===== src/rtl/serdac_pkg.sv =====
package serdac_pkg;
  typedef enum logic [1:0] {
    RX_IDLE  = 2'd0,
    RX_SHIFT = 2'd1,
    RX_DONE  = 2'd2
  } rx_state_e;
endpackage


===== src/rtl/serdac_sync.sv =====
module serdac_sync #(
  parameter int         W       = 3,
  parameter int         STAGES  = 2,
  parameter logic [W-1:0] RST_VAL = '0
) (
  input  logic         clk,
  input  logic         rst,
  input  logic [W-1:0] d_i,
  output logic [W-1:0] q_o
);
  logic [W-1:0] stg_q [STAGES];

  always_ff @(posedge clk) begin
    if (rst) stg_q[0] <= RST_VAL;
    else     stg_q[0] <= d_i;
  end

  generate
    for (genvar g = 1; g < STAGES; g++) begin : g_stage
      always_ff @(posedge clk) begin
        if (rst) stg_q[g] <= RST_VAL;
        else     stg_q[g] <= stg_q[g-1];
      end
    end
  endgenerate

  assign q_o = stg_q[STAGES-1];
endmodule


===== src/rtl/serdac_edge.sv =====
module serdac_edge (
  input  logic clk,
  input  logic rst,
  input  logic sclk_s_i,
  output logic sclk_fall_o
);
  logic prev_q;

  always_ff @(posedge clk) begin
    if (rst) prev_q <= 1'b1;
    else     prev_q <= sclk_s_i;
  end

  assign sclk_fall_o = prev_q & ~sclk_s_i;

  // a detected fall means the sampled clock is low next cycle, so no second fall
  AST_FALL_SINGLE: assert property (@(posedge clk) disable iff (rst)
    sclk_fall_o |=> !sclk_fall_o);
endmodule


===== src/rtl/serdac_shifter.sv =====
module serdac_shifter
  import serdac_pkg::*;
#(
  parameter int WORD_W = 24,
  parameter int CODE_W = 16
) (
  input  logic              clk,
  input  logic              rst,
  input  logic              frm_n_i,
  input  logic              fall_i,
  input  logic              din_i,
  output logic              commit_o,
  output logic [CODE_W-1:0] code_o
);
  localparam int CNT_W = $clog2(WORD_W);
  localparam logic [CNT_W-1:0] LAST = CNT_W'(WORD_W - 1);

  rx_state_e         st_q;
  logic [CNT_W-1:0]  cnt_q;
  logic [CODE_W-2:0] sh_q;
  logic              last_bit;

  assign last_bit = (cnt_q == LAST);
  assign code_o   = {sh_q, din_i};
  assign commit_o = (st_q == RX_SHIFT) && !frm_n_i && fall_i && last_bit;

  always_ff @(posedge clk) begin
    if (rst) begin
      st_q  <= RX_IDLE;
      cnt_q <= '0;
      sh_q  <= '0;
    end else begin
      case (st_q)
        RX_IDLE: begin
          cnt_q <= '0;
          if (!frm_n_i) st_q <= RX_SHIFT;
        end
        RX_SHIFT: begin
          if (frm_n_i) begin
            st_q  <= RX_IDLE;
            cnt_q <= '0;
          end else if (fall_i) begin
            sh_q <= code_o[CODE_W-2:0];
            if (last_bit) begin
              st_q  <= RX_DONE;
              cnt_q <= '0;
            end else begin
              cnt_q <= cnt_q + 1'b1;
            end
          end
        end
        RX_DONE: begin
          if (frm_n_i) st_q <= RX_IDLE;
        end
        default: st_q <= RX_IDLE;
      endcase
    end
  end

  AST_CNT_BOUND: assert property (@(posedge clk) disable iff (rst)
    cnt_q < CNT_W'(WORD_W));
  AST_IDLE_CNT_ZERO: assert property (@(posedge clk) disable iff (rst)
    (st_q == RX_IDLE) |-> (cnt_q == '0));
  AST_ABORT_TO_IDLE: assert property (@(posedge clk) disable iff (rst)
    (st_q == RX_SHIFT && frm_n_i) |=> (st_q == RX_IDLE && cnt_q == '0));
  AST_DONE_HOLDS: assert property (@(posedge clk) disable iff (rst)
    (st_q == RX_DONE && !frm_n_i) |=> (st_q == RX_DONE));
  AST_COMMIT_TO_DONE: assert property (@(posedge clk) disable iff (rst)
    commit_o |=> (st_q == RX_DONE));
endmodule


===== src/rtl/serdac_outreg.sv =====
module serdac_outreg #(
  parameter int CODE_W = 16
) (
  input  logic              clk,
  input  logic              rst,
  input  logic              commit_i,
  input  logic [CODE_W-1:0] code_i,
  output logic              valid_o,
  output logic [CODE_W-1:0] code_o
);
  logic              valid_q;
  logic [CODE_W-1:0] code_q;

  always_ff @(posedge clk) begin
    if (rst) begin
      valid_q <= 1'b0;
      code_q  <= '0;
    end else begin
      valid_q <= commit_i;
      if (commit_i) code_q <= code_i;
    end
  end

  assign valid_o = valid_q;
  assign code_o  = code_q;

  AST_STROBE_SINGLE: assert property (@(posedge clk) disable iff (rst)
    valid_q |=> !valid_q);
  AST_CODE_STABLE: assert property (@(posedge clk) disable iff (rst)
    !valid_q |-> $stable(code_q));
endmodule


===== src/rtl/serdac_frame_rx.sv =====
module serdac_frame_rx #(
  parameter int WORD_W      = 24,
  parameter int CODE_W      = 16,
  parameter int SYNC_STAGES = 2
) (
  input  logic              clk,
  input  logic              rst,
  input  logic              frame_n_i,
  input  logic              sclk_i,
  input  logic              sdata_i,
  output logic              upd_valid_o,
  output logic [CODE_W-1:0] upd_code_o
);
  logic [2:0]        raw, synced;
  logic              sclk_fall;
  logic              commit;
  logic [CODE_W-1:0] next_code;

  assign raw = {frame_n_i, sclk_i, sdata_i};

  serdac_sync #(.W(3), .STAGES(SYNC_STAGES), .RST_VAL(3'b110)) u_sync (
    .clk (clk),
    .rst (rst),
    .d_i (raw),
    .q_o (synced)
  );

  serdac_edge u_edge (
    .clk         (clk),
    .rst         (rst),
    .sclk_s_i    (synced[1]),
    .sclk_fall_o (sclk_fall)
  );

  serdac_shifter #(.WORD_W(WORD_W), .CODE_W(CODE_W)) u_shift (
    .clk      (clk),
    .rst      (rst),
    .frm_n_i  (synced[2]),
    .fall_i   (sclk_fall),
    .din_i    (synced[0]),
    .commit_o (commit),
    .code_o   (next_code)
  );

  serdac_outreg #(.CODE_W(CODE_W)) u_out (
    .clk      (clk),
    .rst      (rst),
    .commit_i (commit),
    .code_i   (next_code),
    .valid_o  (upd_valid_o),
    .code_o   (upd_code_o)
  );

  AST_NO_STROBE_IDLE_FRAME: assert property (@(posedge clk) disable iff (rst)
    (synced[2] && $past(synced[2])) |=> !upd_valid_o);
endmodule


===== config.mk =====
export PLATFORM = sky130hd
export DESIGN_NAME = serdac_frame_rx
export DESIGN_NICKNAME = d
export VERILOG_FILES = /design/src/rtl/serdac_pkg.sv /design/src/rtl/serdac_sync.sv /design/src/rtl/serdac_edge.sv /design/src/rtl/serdac_shifter.sv /design/src/rtl/serdac_outreg.sv /design/src/rtl/serdac_frame_rx.sv
export SDC_FILE = /design/constraint.sdc
export NUM_CORES = 1
export LEC_CHECK = 0
export BUFFER_PORTS_ARGS = -buffer_cell sky130_fd_sc_hd__buf_2
export CORE_MARGIN = 3
export CORE_UTILIZATION = 46
export DETAILED_ROUTE_END_ITERATION = 7
export PLACE_DENSITY = 0.66
export SYNTH_ARGS = -nofsm -noshare
export SYNTH_HDL_FRONTEND = slang
export SYNTH_SLANG_ARGS = --single-unit

===== constraint.sdc =====
create_clock -name clk -period 1.9 [get_ports clk]
set_clock_uncertainty 0.1 [all_clocks]
set_input_delay 0.095 -clock clk [delete_from_list [all_inputs] [get_ports clk]]
set_output_delay 0.095 -clock clk [all_outputs]
set_load 0.05 [all_outputs]

## Yosys cells after proc, flatten, opt, wreduce, memory -nomap -nowiden

Memories as Yosys holds them, arrays and structs flattened.
Cells that the tools add are included.

| storage, ports and cells | value |
|---|---|
| flip-flop bits (word level) | 40 |
| output and inout port bits | 17 |
| logic and storage cells | 44 |
| input port bits | 5 |
| memory bits (writable) | 6 |
| memories kept | 1 |

| cells by class | value |
|---|---|
| reductions and logical operators | 9 |
| bitwise operators | 5 |
| $add $sub $neg | 1 |
| equality and inequality tests | 7 |
| mux-type cells | 15 |

Memories:

| name | words | bits a word | rd ports | clocked after memory_dff | write ports | RTL line | RTL |
|---|---|---|---|---|---|---|---|
| u_sync.stg_q | 2 | 3 | 2 | 0 | 2 | serdac_sync.sv:11 | `logic [W-1:0] stg_q [STAGES];` |

Operator list:

| operator | number |
|---|---|
| 2-to-1 mux 5 bit | 3 |
| 2-to-1 mux 2 bit | 5 |
| case mux 5 bit (2 select lines) | 1 |
| 2-to-1 mux 3 bit | 2 |
| inequality test 3 x 2 -> 1 bit, second input constant | 2 |
| case mux 2 bit (3 select lines) | 1 |
| adder 5 x 1 -> 5 bit, second input constant | 1 |
| equality test 5 bit, second input constant | 1 |
| inequality test 2 bit, second input constant | 2 |
| AND reduction 4 bit | 1 |
| logical AND 1 bit | 3 |
| 2-to-1 mux 1 bit | 3 |
| AND reduction 3 bit | 1 |
| equality test 2 x 1 -> 1 bit, second input constant | 1 |
| equality test 2 bit, second input constant | 1 |
| logical NOT 2 bit | 1 |
| inverter 1 bit | 2 |
| bitwise OR 1 bit | 2 |
| AND reduction 2 bit | 1 |
| nonzero test 2 bit | 1 |
| bitwise AND 1 bit | 1 |
| logical NOT 1 bit | 1 |

## Logic depth before layout (Yosys ltp)

| depth | value |
|---|---|
| depth after elaboration | 5 |
| depth in mapped cells | 7 |
| gate-level depth less buffers | 5 |

## Modules after synthesis

Synthesis repeated with hierarchy kept, for this count alone.

| unflattened totals | value |
|---|---|
| cell total of the unflattened synthesis | 176 |
| area, all modules | 1747.9 um^2 |

Modules (own cells, without submodules):

| module | area an instance (um^2) | cells an instance | times used | seq. area each (um^2) |
|---|---|---|---|---|
| serdac_shifter | 947.2 | 107 | 1 | 440.4 |
| serdac_outreg | 608.1 | 54 | 1 | 340.3 |
| serdac_sync | 157.7 | 12 | 1 | 120.1 |
| serdac_edge | 35.0 | 3 | 1 | 20.0 |

## Least setup slack after synthesis

OpenSTA, ideal clock, no wires.

| timing | value |
|---|---|
| path kind | flip-flop to flip-flop |
| from | reg u_shift.cnt_q[0] |
| to | reg u_out.code_q[10], in the netlist u_out.code_o[10] |
| path buffers | 2 |
| setup time | 0.128 ns |
| clock period less this slack | 1.621 ns |
| setup slack | 0.279 ns |
| cell stages (with the launch flop) | 8 |
| arrival time | 1.393 ns |
| required time | 1.672 ns |
| cells stage by stage | dfxtp_1 ha_1 and4b_4 nand4_2 buf_6 buf_12 mux2i_1 nor2_1 |

| between the ends | value |
|---|---|
| longest elaborated chain between the ends | 2 |

Ends and longest elaborated chain:

| element | RTL line | RTL |
|---|---|---|
| start: declaration | serdac_shifter.sv:19 | `logic [CNT_W-1:0] cnt_q;` |
| start signal: assignment | serdac_shifter.sv:48 | `cnt_q <= cnt_q + 1'b1;` |
| equality test 5 bit | serdac_shifter.sv:23 | `assign last_bit = (cnt_q == LAST);` |
| logical AND 1 bit | serdac_shifter.sv:25 | `assign commit_o = (st_q == RX_SHIFT) && !frm_n_i && fall_i && last_bit;` |
| end signal: assignment | serdac_outreg.sv:20 | `if (commit_i) code_q <= code_i;` |
| end: declaration | serdac_outreg.sv:12 | `logic [CODE_W-1:0] code_q;` |

No other way between the ends.
A chain may end at the register's enable or synchronous reset.

## Final worst setup path

| timing | value |
|---|---|
| from | reg u_shift.cnt_q[0] |
| to | reg u_out.code_q[7], in the netlist u_out.code_o[7] |

The elaborated chain is that of the path after synthesis.

==> impl_metrics.env <==
export IMPL_outcome="completed"
export IMPL_ys_flop_type="sky130_fd_sc_hd__dfxtp_1"
export IMPL_place_congestion=0.864
export IMPL_synth_simple_gate_area_share_pct=21.6
export IMPL_yosys_area_top_type_share_pct=55.1
export IMPL_ys_async_sr_fraction_pct=0
export IMPL_wire_length_of_the_first_global_routing_pass_um=4820
export IMPL_hold_slack_ns=0.169
export IMPL_worstSkewPairLatency_ns=0.37
export IMPL_cts_buffers_inserted=5
export IMPL_multi_input_comb_area_um2=684
export IMPL_grt_most_used_layer="met2"
export IMPL_maximum_number_of_pins_on_one_net_before_global_route_repair=47
export IMPL_synth_edf_count=0
export IMPL_setup_viol=0
export IMPL_synth_top_cells_by_count="sky130_fd_sc_hd__dfxtp_1 (46), sky130_fd_sc_hd__nand2_1 (30), sky130_fd_sc_hd__nor2_1 (22), sky130_fd_sc_hd__a21oi_1 (20), sky130_fd_sc_hd__mux2i_1 (16)"
export IMPL_post_cts_resized=0
export IMPL_critPathArrivalTime_ns=1.85
export IMPL_synth_xor_xnor_area_share_pct=0
export IMPL_pre_cts_slack_ns=0.173
export IMPL_antenna_found_initial=0
export IMPL_p_sw_uw=322
export IMPL_detailedPlacementHpwl_um=1910
export IMPL_grt_met2_usage_pct=23.7
export IMPL_maxClockFrequency_mhz=579
export IMPL_report_final_slew_viol_count=0
export IMPL_insertedDiodeCount=0
export IMPL_netlist_instances=175
export IMPL_synth_sequential_area_ratio_pct=55.1
export IMPL_endpoint_kind_of_the_worst_setup_timing_path="flop"
export IMPL_cap_violations=0
export IMPL_number_of_post_cts_setup_repair_buffers=0
export IMPL_fin_tns_setup_ns=0
export IMPL_detailroute_via_count=1249
export IMPL_synth_adder_area_share_pct=0.749
export IMPL_drt_first_pass_iters=4
export IMPL_fin_crit_sh_pct=90.8
export IMPL_global_route_usage_total_pct=14.4
export IMPL_final_critical_path_setup_slack_ns=0.174
export IMPL_critPathMaxFanout=12
export IMPL_power_leakage_uw=0.000857
export IMPL_critical_path_required_ns=2.03
export IMPL_ant_nets_after_route=0
export IMPL_p_per_area_nw_per_um2=770
export IMPL_post_route_drc_violation_count=0
export IMPL_route_detailed_vias_per_inst=5.04
export IMPL_comb_power_share_pct=2.2
export IMPL_min_delay_path_class="in -> reg"
export IMPL_final_period_minus_worst_setup_slack_ns=1.73
export IMPL_design_portCount=22
export IMPL_hold_violations=0
export IMPL_h_tree_depth=2
export IMPL_tritoncts="done"
export IMPL_fp_dieW_um=66.3
export IMPL_placeableCoreArea_um2=3420
export IMPL_synthesis_nets=181
export IMPL_io_buffers=21
export IMPL_synth_most_common_cell="sky130_fd_sc_hd__dfxtp_1"
export IMPL_num_fill_cells=338
export IMPL_worst_slew_pin_transition_ns=0.752
export IMPL_row_count=21
export IMPL_synth_compound_area_share_pct=8.99
export IMPL_floorplan_initialDensity_pct=48.9
export IMPL_internal_power_uw=1130
export IMPL_regArea_um2=921
export IMPL_worst_slew_margin_rel_pct=49.8
export IMPL_die_h_um=66.3
export IMPL_crit_type="reg -> reg"
export IMPL_p_clk_share_pct=30.7
export IMPL_synth_area_mux_share_pct=9.59
export IMPL_vias_in_the_first_global_route=1141
export IMPL_detail_route_wirelength_um=2820
export IMPL_rsz0062_at_grt="false"
export IMPL_die_area_um2=4390
export IMPL_use_met3_pct=5.44
export IMPL_power_share_sequential_pct=67.1
export IMPL_cts_max_path_buffers=2
export IMPL_synth_lib_cells_used_distinct=29
export IMPL_clk_transition_reported_paths_ns=0.13
export IMPL_synthTopCellsByArea="sky130_fd_sc_hd__dfxtp_1 (55%), sky130_fd_sc_hd__mux2i_1 (9.6%), sky130_fd_sc_hd__nand2_1 (6.7%)"
export IMPL_ys_ff_latch=46
export IMPL_sw_frac_of_total_pct=22.2
export IMPL_ir_worst_vdd_mv=0.494
export IMPL_finalNetCount=207
export IMPL_gr_usage_met1_pct=16.3
export IMPL_drive_gt1_share_pct=20.8
export IMPL_yosys_area_top_type="sky130_fd_sc_hd__dfxtp_1"
export IMPL_syn_mean_instance_area_um2=9.54
export IMPL_first_iter_violations=54
export IMPL_cts_root_buffer="sky130_fd_sc_hd__clkbuf_4"
export IMPL_yosysWarnings=0
export IMPL_tritoncts_num_sinks=46
export IMPL_global_route_overflow_total=0
export IMPL_drt_wirelength_per_cell_um=11.4
export IMPL_area_growth_synth_to_final_pct=13.0
export IMPL_combinational_family_with_the_most_area_after_synthesis="simple AND/OR/NAND/NOR gates"
export IMPL_syn_area_um2=1670
export IMPL_setup_worst_path_start_class="flop"
-- path summary, 6_finish.rpt --
check                                                    from                            end  slack [ns]  cells after the start
worst max register to register  u_shift.cnt_q[0]$_SDFFE_PP0P_   u_out.code_o[7]$_SDFFE_PP0P_        0.17                      6
worst min-delay path                                      rst   u_out.code_o[0]$_SDFFE_PP0P_        0.17                      2
worst max-delay path            u_shift.cnt_q[0]$_SDFFE_PP0P_   u_out.code_o[7]$_SDFFE_PP0P_        0.17                      6
worst min register to register  u_sync.stg_q[0][1]$_SDFF_PP1_  u_sync.stg_q[1][1]$_SDFF_PP1_        0.32                      1
-- metrics by stage --
step	utilization (%)	instance area (µm²)	total power [µW]	instances
CTS	55.2	1890	1470	248
global route	55.2	1890	1520	248
finish	55.2	1890	1450	248
detailed placement	52.7	1800	1020	237
global placement	52.7	1800	1020	237
floorplan	-	1670	1020	175
-- placed cells by master (no fill, tap or decap), types with 2 or more instances in the layout --
cell type and n:
sky130_fd_sc_hd__a21oi_1 20, sky130_fd_sc_hd__a22oi_1 2, sky130_fd_sc_hd__and2b_1 2, sky130_fd_sc_hd__buf_2 21
sky130_fd_sc_hd__buf_4 4, sky130_fd_sc_hd__clkbuf_4 5, sky130_fd_sc_hd__dfxtp_1 46, sky130_fd_sc_hd__dlygate4sd3_1 3
sky130_fd_sc_hd__mux2i_1 16, sky130_fd_sc_hd__nand2_1 30, sky130_fd_sc_hd__nand2b_1 2, sky130_fd_sc_hd__nand3_1 2
sky130_fd_sc_hd__nor2_1 22, sky130_fd_sc_hd__nor2b_1 2, sky130_fd_sc_hd__o21ai_0 4, sky130_fd_sc_hd__or2_2 5
-- routing by layer --
layer | wire length [µm] | vias to the layer above | part of all wire (%)
met4 | 55 | 0 | 2.0
met3 | 134 | 6 | 4.8
met2 | 1360 | 23 | 48
met5 | 0 | - | 0
li1 | - | 637 | -
met1 | 1270 | 583 | 45
-- critical path: stages (launching register included) --
cell                      delay [ns]
sky130_fd_sc_hd__dfxtp_1        0.39
sky130_fd_sc_hd__ha_1           0.26
sky130_fd_sc_hd__and4b_4        0.29
sky130_fd_sc_hd__nand4_2        0.12
sky130_fd_sc_hd__buf_4          0.22
sky130_fd_sc_hd__mux2i_1        0.17
sky130_fd_sc_hd__nor2_1         0.05
-- repair_timing --
action / in CTS / in global routing
hold buffers: 3 / 0
endpoints found under the hold margin: 3 / 0
setup endpoints to repair: 0 / 0
-- power groups by stage --
stage / sequential [µW] / clock [µW] / combinational [µW]
global placement: 995 / 0 / 26.6
global route: 976 / 506 / 35.4
finish: 974 / 446 / 31.6
CTS: 975 / 466 / 31.9
floorplan: 995 / 0 / 21.3
detailed placement: 996 / 0 / 27.2
-- logic make-up (layout without fill, tap and decap cells) --
logic type,after synthesis,after routing
multiplexers,16,16
buffers and inverters,10,37
AO/OA/AOI/OAI,28,28
flip-flops,46,46
adder cells (fa/ha/maj),1,1
AND/OR/NAND/NOR,74,74
-- flip-flops by register name, indices dropped and copies added, names as in the netlist --
register,flops
u_edge.prev_q,1
u_shift.cnt_q,5
u_shift.sh_q,15
u_sync.stg_q,6
u_out.code_o,16
u_out.valid_o,1
u_shift.st_q,2
-- cell type report --
cell class	count	area share (%)
clock inverters	2	0.729
well taps	46	3.05
inverters	1	0.199
repair buffers	28	8.75
flip-flops and latches	46	48.8
multi-input cells	119	36.3
clock buffers	6	2.19
Power figures use the tool's default switching activity.
